File: src/rtl/ep0_setup_pkg.sv
package ep0_setup_pkg;
    typedef enum logic [1:0] {
        S_IDLE,
        S_RECV,
        S_COMMIT
    } ep0_state_e;

    localparam int          DIR_OUT      = 0;
    localparam int          DIR_IN       = 1;
    localparam int          N_DIRS       = 2;
    localparam logic [7:0]  SETADDR_TYPE = 8'h00;
    localparam logic [7:0]  SETADDR_CODE = 8'h05;
endpackage

File: src/rtl/ep0_setup_fsm.sv
module ep0_setup_fsm
    import ep0_setup_pkg::*;
#(
    parameter int REQ_BYTES = 8
) (
    input  logic                 clk,
    input  logic                 rst_n,
    input  logic                 usb_active,
    input  logic                 rx_start,
    input  logic                 rx_pid_data1,
    input  logic                 rx_valid,
    input  logic                 rx_end,
    input  logic                 rx_crc_err,
    output logic                 commit,
    output logic                 wr_en,
    output logic [$clog2(REQ_BYTES)-1:0] wr_idx
);
    localparam int CNT_W = $clog2(REQ_BYTES + 2);
    localparam int IDX_W = $clog2(REQ_BYTES);
    localparam logic [CNT_W-1:0] FULL = CNT_W'(REQ_BYTES);
    localparam logic [CNT_W-1:0] OVER = CNT_W'(REQ_BYTES + 1);

    ep0_state_e       state;
    logic [CNT_W-1:0] cnt;
    logic             bad;

    // State register with byte counter and error latch
    always_ff @(posedge clk or negedge rst_n) begin
        if (!rst_n) begin
            state <= S_IDLE;
            cnt   <= '0;
            bad   <= 1'b0;
        end else begin
            unique case (state)
                S_IDLE: begin
                    if (rx_start && usb_active) begin
                        state <= S_RECV;
                        cnt   <= '0;
                        bad   <= rx_pid_data1;
                    end
                end
                S_RECV: begin
                    if (!usb_active) begin
                        state <= S_IDLE;
                    end else if (rx_end) begin
                        state <= (!rx_crc_err && !bad && cnt == FULL) ? S_COMMIT : S_IDLE;
                    end else if (rx_valid && cnt != OVER) begin
                        cnt <= cnt + 1'b1;
                    end
                end
                S_COMMIT: state <= S_IDLE;
                default:  state <= S_IDLE;
            endcase
        end
    end

    // Outputs
    always_comb begin
        commit = (state == S_COMMIT) && usb_active;
        wr_en  = (state == S_RECV) && rx_valid && !rx_end && (cnt < FULL);
        wr_idx = cnt[IDX_W-1:0];
    end
endmodule

File: src/rtl/ep0_req_bank.sv
module ep0_req_bank
    import ep0_setup_pkg::*;
#(
    parameter int REQ_BYTES = 8
) (
    input  logic                       clk,
    input  logic                       rst_n,
    input  logic                       wr_en,
    input  logic [$clog2(REQ_BYTES)-1:0] wr_idx,
    input  logic [7:0]                 wr_data,
    input  logic                       commit,
    output logic [8*REQ_BYTES-1:0]     req,
    output logic                       is_set_addr
);
    logic [7:0] shadow [REQ_BYTES];

    for (genvar i = 0; i < REQ_BYTES; i++) begin : g_byte
        always_ff @(posedge clk or negedge rst_n) begin
            if (!rst_n) begin
                shadow[i]        <= '0;
                req[8*i +: 8]    <= '0;
            end else begin
                if (wr_en && wr_idx == i[$clog2(REQ_BYTES)-1:0])
                    shadow[i] <= wr_data;
                if (commit)
                    req[8*i +: 8] <= shadow[i];
            end
        end
    end

    assign is_set_addr = (shadow[0] == SETADDR_TYPE) && (shadow[1] == SETADDR_CODE);
endmodule

File: src/rtl/ep0_ctl_flags.sv
module ep0_ctl_flags
    import ep0_setup_pkg::*;
(
    input  logic              clk,
    input  logic              rst_n,
    input  logic              commit,
    input  logic              fw_prot_clr,
    input  logic [N_DIRS-1:0] fw_nak_set,
    input  logic [N_DIRS-1:0] fw_nak_clr,
    input  logic [N_DIRS-1:0] fw_stall_set,
    input  logic [N_DIRS-1:0] fw_stall_clr,
    input  logic [N_DIRS-1:0] fw_tog_clr,
    output logic [N_DIRS-1:0] nak,
    output logic [N_DIRS-1:0] stall,
    output logic [N_DIRS-1:0] tog,
    output logic              protect
);
    always_ff @(posedge clk or negedge rst_n) begin
        if (!rst_n)           protect <= 1'b0;
        else if (commit)      protect <= 1'b1;
        else if (fw_prot_clr) protect <= 1'b0;
    end

    for (genvar d = 0; d < N_DIRS; d++) begin : g_dir
        always_ff @(posedge clk or negedge rst_n) begin
            if (!rst_n) begin
                nak[d]   <= 1'b0;
                stall[d] <= 1'b0;
                tog[d]   <= 1'b0;
            end else if (commit) begin
                nak[d]   <= 1'b1;
                stall[d] <= 1'b0;
                tog[d]   <= 1'b1;
            end else begin
                if (fw_nak_set[d])                 nak[d] <= 1'b1;
                else if (fw_nak_clr[d] && !protect) nak[d] <= 1'b0;
                if (fw_stall_set[d])               stall[d] <= 1'b1;
                else if (fw_stall_clr[d])          stall[d] <= 1'b0;
                if (fw_tog_clr[d])                 tog[d] <= 1'b0;
            end
        end
    end
endmodule

File: src/rtl/ep0_setup_capture.sv
module ep0_setup_capture
    import ep0_setup_pkg::*;
#(
    parameter int REQ_BYTES = 8
) (
    input  logic                   clk,
    input  logic                   rst_n,
    input  logic                   usb_active,
    input  logic                   rx_start,
    input  logic                   rx_pid_data1,
    input  logic                   rx_valid,
    input  logic [7:0]             rx_data,
    input  logic                   rx_end,
    input  logic                   rx_crc_err,
    input  logic                   fw_prot_clr,
    input  logic [1:0]             fw_nak_set,
    input  logic [1:0]             fw_nak_clr,
    input  logic [1:0]             fw_stall_set,
    input  logic [1:0]             fw_stall_clr,
    input  logic [1:0]             fw_tog_clr,
    output logic [8*REQ_BYTES-1:0] setup_req,
    output logic                   hs_ack,
    output logic                   setup_rcvd,
    output logic [1:0]             ep0_nak,
    output logic [1:0]             ep0_stall,
    output logic [1:0]             ep0_toggle,
    output logic                   ep0_protect
);
    localparam int IDX_W = $clog2(REQ_BYTES);

    logic             commit;
    logic             wr_en;
    logic [IDX_W-1:0] wr_idx;
    logic             is_set_addr;

    ep0_setup_fsm #(.REQ_BYTES(REQ_BYTES)) u_fsm (
        .clk          (clk),
        .rst_n        (rst_n),
        .usb_active   (usb_active),
        .rx_start     (rx_start),
        .rx_pid_data1 (rx_pid_data1),
        .rx_valid     (rx_valid),
        .rx_end       (rx_end),
        .rx_crc_err   (rx_crc_err),
        .commit       (commit),
        .wr_en        (wr_en),
        .wr_idx       (wr_idx)
    );

    ep0_req_bank #(.REQ_BYTES(REQ_BYTES)) u_bank (
        .clk         (clk),
        .rst_n       (rst_n),
        .wr_en       (wr_en),
        .wr_idx      (wr_idx),
        .wr_data     (rx_data),
        .commit      (commit),
        .req         (setup_req),
        .is_set_addr (is_set_addr)
    );

    ep0_ctl_flags u_flags (
        .clk          (clk),
        .rst_n        (rst_n),
        .commit       (commit),
        .fw_prot_clr  (fw_prot_clr),
        .fw_nak_set   (fw_nak_set),
        .fw_nak_clr   (fw_nak_clr),
        .fw_stall_set (fw_stall_set),
        .fw_stall_clr (fw_stall_clr),
        .fw_tog_clr   (fw_tog_clr),
        .nak          (ep0_nak),
        .stall        (ep0_stall),
        .tog          (ep0_toggle),
        .protect      (ep0_protect)
    );

    assign hs_ack     = commit;
    assign setup_rcvd = commit && !is_set_addr;
endmodule

File: config.mk
export PLATFORM = sky130hd
export DESIGN_NAME = ep0_setup_capture
export DESIGN_NICKNAME = d
export VERILOG_FILES = /design/src/rtl/ep0_setup_pkg.sv /design/src/rtl/ep0_setup_fsm.sv /design/src/rtl/ep0_req_bank.sv /design/src/rtl/ep0_ctl_flags.sv /design/src/rtl/ep0_setup_capture.sv
export SDC_FILE = /design/constraint.sdc
export NUM_CORES = 1
export LEC_CHECK = 0
export ABC_AREA = 1
export CAP_MARGIN = 40
export CELL_PAD_IN_SITES_DETAIL_PLACEMENT = 1
export CELL_PAD_IN_SITES_GLOBAL_PLACEMENT = 1
export CORE_MARGIN = 2
export CORE_UTILIZATION = 36
export CTS_CLUSTER_SIZE = 8
export DETAILED_ROUTE_END_ITERATION = 16
export GPL_ROUTABILITY_DRIVEN = 0
export PLACE_DENSITY = 0.73
export SYNTH_ARGS = -nofsm -noshare
export SYNTH_HDL_FRONTEND = slang
export SYNTH_SLANG_ARGS = --single-unit
File: constraint.sdc
create_clock -name clk -period 1.4 [get_ports clk]
set_input_delay 0.28 -clock clk [delete_from_list [all_inputs] [get_ports clk]]
set_output_delay 0.28 -clock clk [all_outputs]
set_load 0.01 [all_outputs]
### Word-level counts from Yosys, hierarchy flattened

Index checks and enable logic that the tools add are counted.

| word-level totals | value |
|---|---|
| output and inout bits | 73 |
| register bits | 142 |
| logic and storage cells | 112 |

| cells by class | value |
|---|---|
| equal/unequal tests | 17 |
| add/sub/neg operators | 1 |
| reductions and logical operators | 39 |
| order comparisons | 1 |
| mux-type cells | 28 |

Operators with widths:

| cell | number |
|---|---|
| $logic_and 1x1->1 | 20 |
| $mux 1 | 18 |
| $mux 4 | 4 |
| $eq 3x3->1 const B | 4 |
| $reduce_bool 3->1 | 4 |
| $eq 8x3->1 const B | 1 |
| $logic_not 8->1 | 1 |
| $mux 2 | 4 |
| $pmux 4 s2 | 1 |
| $reduce_bool 2->1 | 4 |
| $eq 3x2->1 const B | 2 |
| $logic_not 1->1 | 5 |
| $reduce_and 5->1 | 1 |
| $add 4x1->4 const B | 1 |
| $eq 4x4->1 const B | 1 |
| $lt 4x4->1 const B | 1 |
| $ne 2x1->1 const B | 2 |
| $ne 2x2->1 const B | 2 |
| $ne 4x4->1 const B | 1 |
| $pmux 2 s2 | 1 |
| $reduce_and 2->1 | 2 |
| $eq 3x1->1 const B | 1 |
| $logic_not 3->1 | 1 |
| $ne 3x3->1 const B | 1 |
| 3 further kinds | 3 |

### Longest topological paths before layout

| logic depth | value |
|---|---|
| depth in word-level cells | 7 |
| depth in mapped cells | 8 |
| mapped depth without buffers | 6 |

### Modules after synthesis

Synthesis repeated with hierarchy kept, for this count alone.

| unflattened totals | value |
|---|---|
| cells, all modules | 523 |
| area total of the unflattened synthesis | 5711.7 µm² |

By module, submodules not included:

| module | times used | cells an instance | seq. area each (µm²) | area an instance (µm²) |
|---|---|---|---|---|
| ep0_req_bank | 1 | 424 | 3203.1 | 4934.7 |
| ep0_setup_fsm | 1 | 67 | 175.2 | 499.2 |
| ep0_ctl_flags | 1 | 30 | 175.2 | 267.8 |
| ep0_setup_capture | 1 | 2 | 0.0 | 10.0 |

### Worst setup path after synthesis

Ideal clock, no wire load.

| timing | value |
|---|---|
| path kind | flip-flop to output port |
| start point | register u_fsm.state[0] |
| end point | output setup_rcvd |
| path buffers | 2 |
| data arrival time | 1.216 ns |
| slack | -0.096 ns |
| stages on the path, launching flop included | 6 |
| required time | 1.120 ns |
| path through | dfrtp_1 -> inv_1 -> nand3_2 -> buf_2 -> buf_2 -> a21oi_1 |

| on the way | value |
|---|---|
| longest elaborated chain between the ends | 3 |

RTL lines:

| item | line | text |
|---|---|---|
| start, declared | ep0_setup_fsm.sv:23 | `ep0_state_e state;` |
| start signal, assigned | ep0_setup_fsm.sv:46 | `state <= (!rx_crc_err && !bad && cnt == FULL) ? S_COMMIT : S_IDLE;` |
| $eq 2x2->1 | ep0_setup_fsm.sv:59 | `commit = (state == S_COMMIT) && usb_active;` |
| $logic_and 1x1->1 | ep0_setup_fsm.sv:59 |  |
| $logic_and 1x1->1 | ep0_setup_capture.sv:78 | `assign setup_rcvd = commit && !is_set_addr;` |
| end, declared | ep0_setup_capture.sv:23 | `output logic setup_rcvd,` |

No other way between the ends.

### Final worst setup path

| timing | value |
|---|---|
| start point | register u_fsm.state[1] |
| end point | register u_bank.shadow[9] in the netlist's numbering |

| on the way | value |
|---|---|
| longest elaborated chain between the ends | 5 |

RTL lines:

| item | line | text |
|---|---|---|
| $eq 2x1->1 | ep0_setup_fsm.sv:60 | `wr_en = (state == S_RECV) && rx_valid && !rx_end && (cnt < FULL);` |
| $logic_and 1x1->1 (3 in a row) | ep0_setup_fsm.sv:60 |  |
| $logic_and 1x1->1 | ep0_req_bank.sv:23 | `if (wr_en && wr_idx == i[$clog2(REQ_BYTES)-1:0])` |
| end signal, assigned by index | ep0_req_bank.sv:24 | `shadow[i] <= wr_data;` |
| end, declared | ep0_req_bank.sv:15 | `logic [7:0] shadow [REQ_BYTES];` |

No other way between the ends.
A chain may end at the register's enable or synchronous reset.

==> results.md <==
- Status: complete, but fails checks
- Failing checks: setup timing
- Layout cell share with drive strength beyond 1: 30.20%
- Mapped Cells: 589
- FF+latch area: 3556 um^2
- Sequential cell area fraction in the yosys report: 63.20%
- I/O Pins: 100
- Predominant post-synthesis flop cell: dfrtp_1
- Final Hold Vio Count: 0
- Fmax: 0.6005 GHz
- Max cap viols: 0
- Cell family with most CP delay: simple AND/OR/NAND/NOR gates
- Proportion of synthesized area in mux cells: 0%
- Detailed Routing Iterations Pass 1: 4
- XOR/XNOR share of the synthesized area: 0%
- Compound-gate portion of the synthesized area: 11.75%
- Layout Cells excl Fill: 999
- Placed Cells: 935
- Multi-input logic area: 2007 um^2
- Post-synth EDFFs: 0
- ANT nets after route: 0
- DRC: 0
- Die Ht: 129.0 um
- Crit path largest cell delay: 0.39 ns
- Worst slew pin tran: 0.4543 ns
- First-pass GRT wire length: 26570 um
- Pin count of the biggest net entering global routing: 45
- Crit-path slowest cell: dfrtp_1
- Initial antenna violation count: 0
- Clock Sinks: 142
- Power per cell area: 1290 nW/um^2
- IO buf count: 99
- Crit-path cells: buf_6 -> nor3_4 -> nand2_4 -> buf_12 -> nor2_4 -> clkbuf_16 -> nand2_2 -> o21ai_1
- Top cells by area, synth: dfrtp_1 63%, nand2_1 11%, o21ai_0 11%
- Htree depth: 4
- Routed length per instance: 20.36 um
- Final Worst Setup Slack: -0.2652 ns
- Yosys Warn Count: 0
- Antenna cells: 0
- Dpl hpwl: 10250 um
- Site Rows: 45
- Max Root-Sink Buffers: 2
- Vias: 4988
- Path type of the worst min-delay path: input port to asynchronous set/reset pin
- Final net count: 809
- Worst Skew: 0.009805 ns
- Async set-or-reset flop fraction in the synthesized netlist: 100.0%
- WS Path Type: flop to flop
- Synth Area in Adders: 1.335%
- RSZ-0062 raised after global routing: yes
- Die width: 129.0 um
- CP Buf/Inv Count: 3
- Slew Limit Fails: 0
- Syn avg cell area: 9.547 um^2
- CTS tree: built
- Largest area contributor in the netlist: dfrtp_1
- Fill cell count: 1610
- Worst-skew pair later-pin latency: 0.43 ns
- Clock slew at reported path FFs: 0.06 ns
- Slew headroom: 69.62%
- Number of synthesized register bits: 142
- Top cells by count, synth: 172 x nand2_1, 142 x dfrtp_1, 127 x o21ai_0
- Simple-gate share of the synthesized area: 15.44%
- Share of the synthesized area in the top cell type: 63.20%
- Vias per Instance: 4.993
- Worst setup SP type: flop
- Crit share post-route: 118.9%
- Hold WS: 0.3057 ns
- Main combinational cell family by area after synthesis: simple AND/OR/NAND/NOR gates
- Initial core utilization: 36.85%
- Post-Syn Area: 5623 um^2
- Post-synthesis cell type count: 18
- Number of global-route vias before repair: 5204
- CP Capture Type: flop
- CTS Buf Count: 17
- P&R area growth vs syn: 56.96%
- Worst path required time: 1.76 ns
- Root Buffer: clkbuf_16
- Congestion Overflow GR: 0
- Worst vdd ir: 957.3 uV
- Worst Path Arrival: 2.02 ns
- Crit path max fanout: 8
- Final core occ: 57.84%
- Leak: 4.475 nW
- Routed WL: 20340 um
- Fin crit period: 1.665 ns
- Die area: 16630 um^2
- Global Route Usage Sum: 20.92%
- Most common cell in the netlist: nand2_1
- Mapped Nets: 622
- Core area: 15260 um^2
- Starting DRT DRC Count: 223
- Final setup vio count: 70
[what timing repair did]
action / in CTS / in global routing
hold buffers: 1 / 0
pin swaps: 7 / 11
resized for setup: 191 / 144
hold endpoints to repair: 25 / 0
setup buffers: 14 / 10
setup endpoints to repair: 143 / 148
gates cloned: 4 / 8
[logic make-up (layout without fill, tap and decap cells)]
family / Yosys count / count (layout)
buffers and inverters: 104 / 303
DFF: 142 / 142
adders and majority gates: 6 / 6
AOI/OAI and AO/OA: 132 / 132
and+or+nand+nor: 205 / 205
[layout by cell type (no fill, tap or decap), drive strengths merged]
master	synthesis	final
clkbuf	8	31
nand2	173	173
ha	6	6
nand4	5	5
nand3b	3	3
dfrtp	142	142
dlygate4sd2	0	31
o21ai	127	127
clkdlybuf4s50	0	25
nor4	1	1
bufinv	0	6
buf	15	86
nor2	14	14
a21oi	5	5
inv	81	83
nand3	8	8
dlygate4sd3	0	1
clkdlybuf4s15	0	40
nor3	1	1
[final timing paths]
check                                from          endpoint  slack [ns]  cells after the start
max                        u_fsm.state[1]  u_bank.shadow[9]       -0.27                      8
min                                 rst_n    u_bank.req[45]        0.31                      2
max reg2reg                u_fsm.state[1]  u_bank.shadow[9]       -0.27                      8
min reg2reg                u_bank.req[26]    u_bank.req[26]        0.49                      2
max in group asynchronous           rst_n    u_flags.nak[0]        0.58                      3
min in group clk            fw_nak_set[0]    u_flags.nak[0]        0.43                      3
[routing by layer]
layer / vias up / track usage [%] / share of wire [%]
met3: 53 / 4.116 / 3.8
li1: 2235 / - / -
met5: - / 0 / 0
met2: 142 / 39.25 / 55
met4: 0 / 7.289 / 3.8
met1: 2558 / 23.61 / 38
[metrics by stage]
stage	instance area (um^2)	setup TNS (ns)	total power (W)	worst slack, ns
2_1_floorplan	5634	0	0.004885	0.003717
3_3_place_gp	7284	-33.83	0.005550	-0.5249
3_5_place_dp	7284	-37.57	0.005618	-0.5282
4_1_cts	8260	-8.257	0.01115	-0.2459
5_1_grt	8826	-14.87	0.01173	-0.3318
6_report	8826	-10.27	0.01138	-0.2652
[state kept, by name, indices dropped and copies added (netlist names)]
register and flops:
u_fsm.bad 1, u_fsm.cnt 4, u_bank.shadow 64, u_flags.nak 2, u_flags.protect 1, u_bank.req 64
u_flags.tog 2, u_fsm.state 2, u_flags.stall 2
[final cells by class]
class | instances | share of cell area [%]
flip-flops and latches | 142 | 40.29
repair buffers | 191 | 22.54
clock buffers | 23 | 5.756
well taps | 211 | 2.991
clock inverters | 8 | 2.240
inverters | 81 | 3.445
multi-input cells | 343 | 22.74
[where the power goes]
group | internal [W] | total [W] | switching, W
Clock | 0.00363 | 0.00545 | 0.00182
Sequential | 0.00435 | 0.00453 | 0.000181
Combinational | 0.000708 | 0.00140 | 0.000694
(Power assumes the default switching activity.)
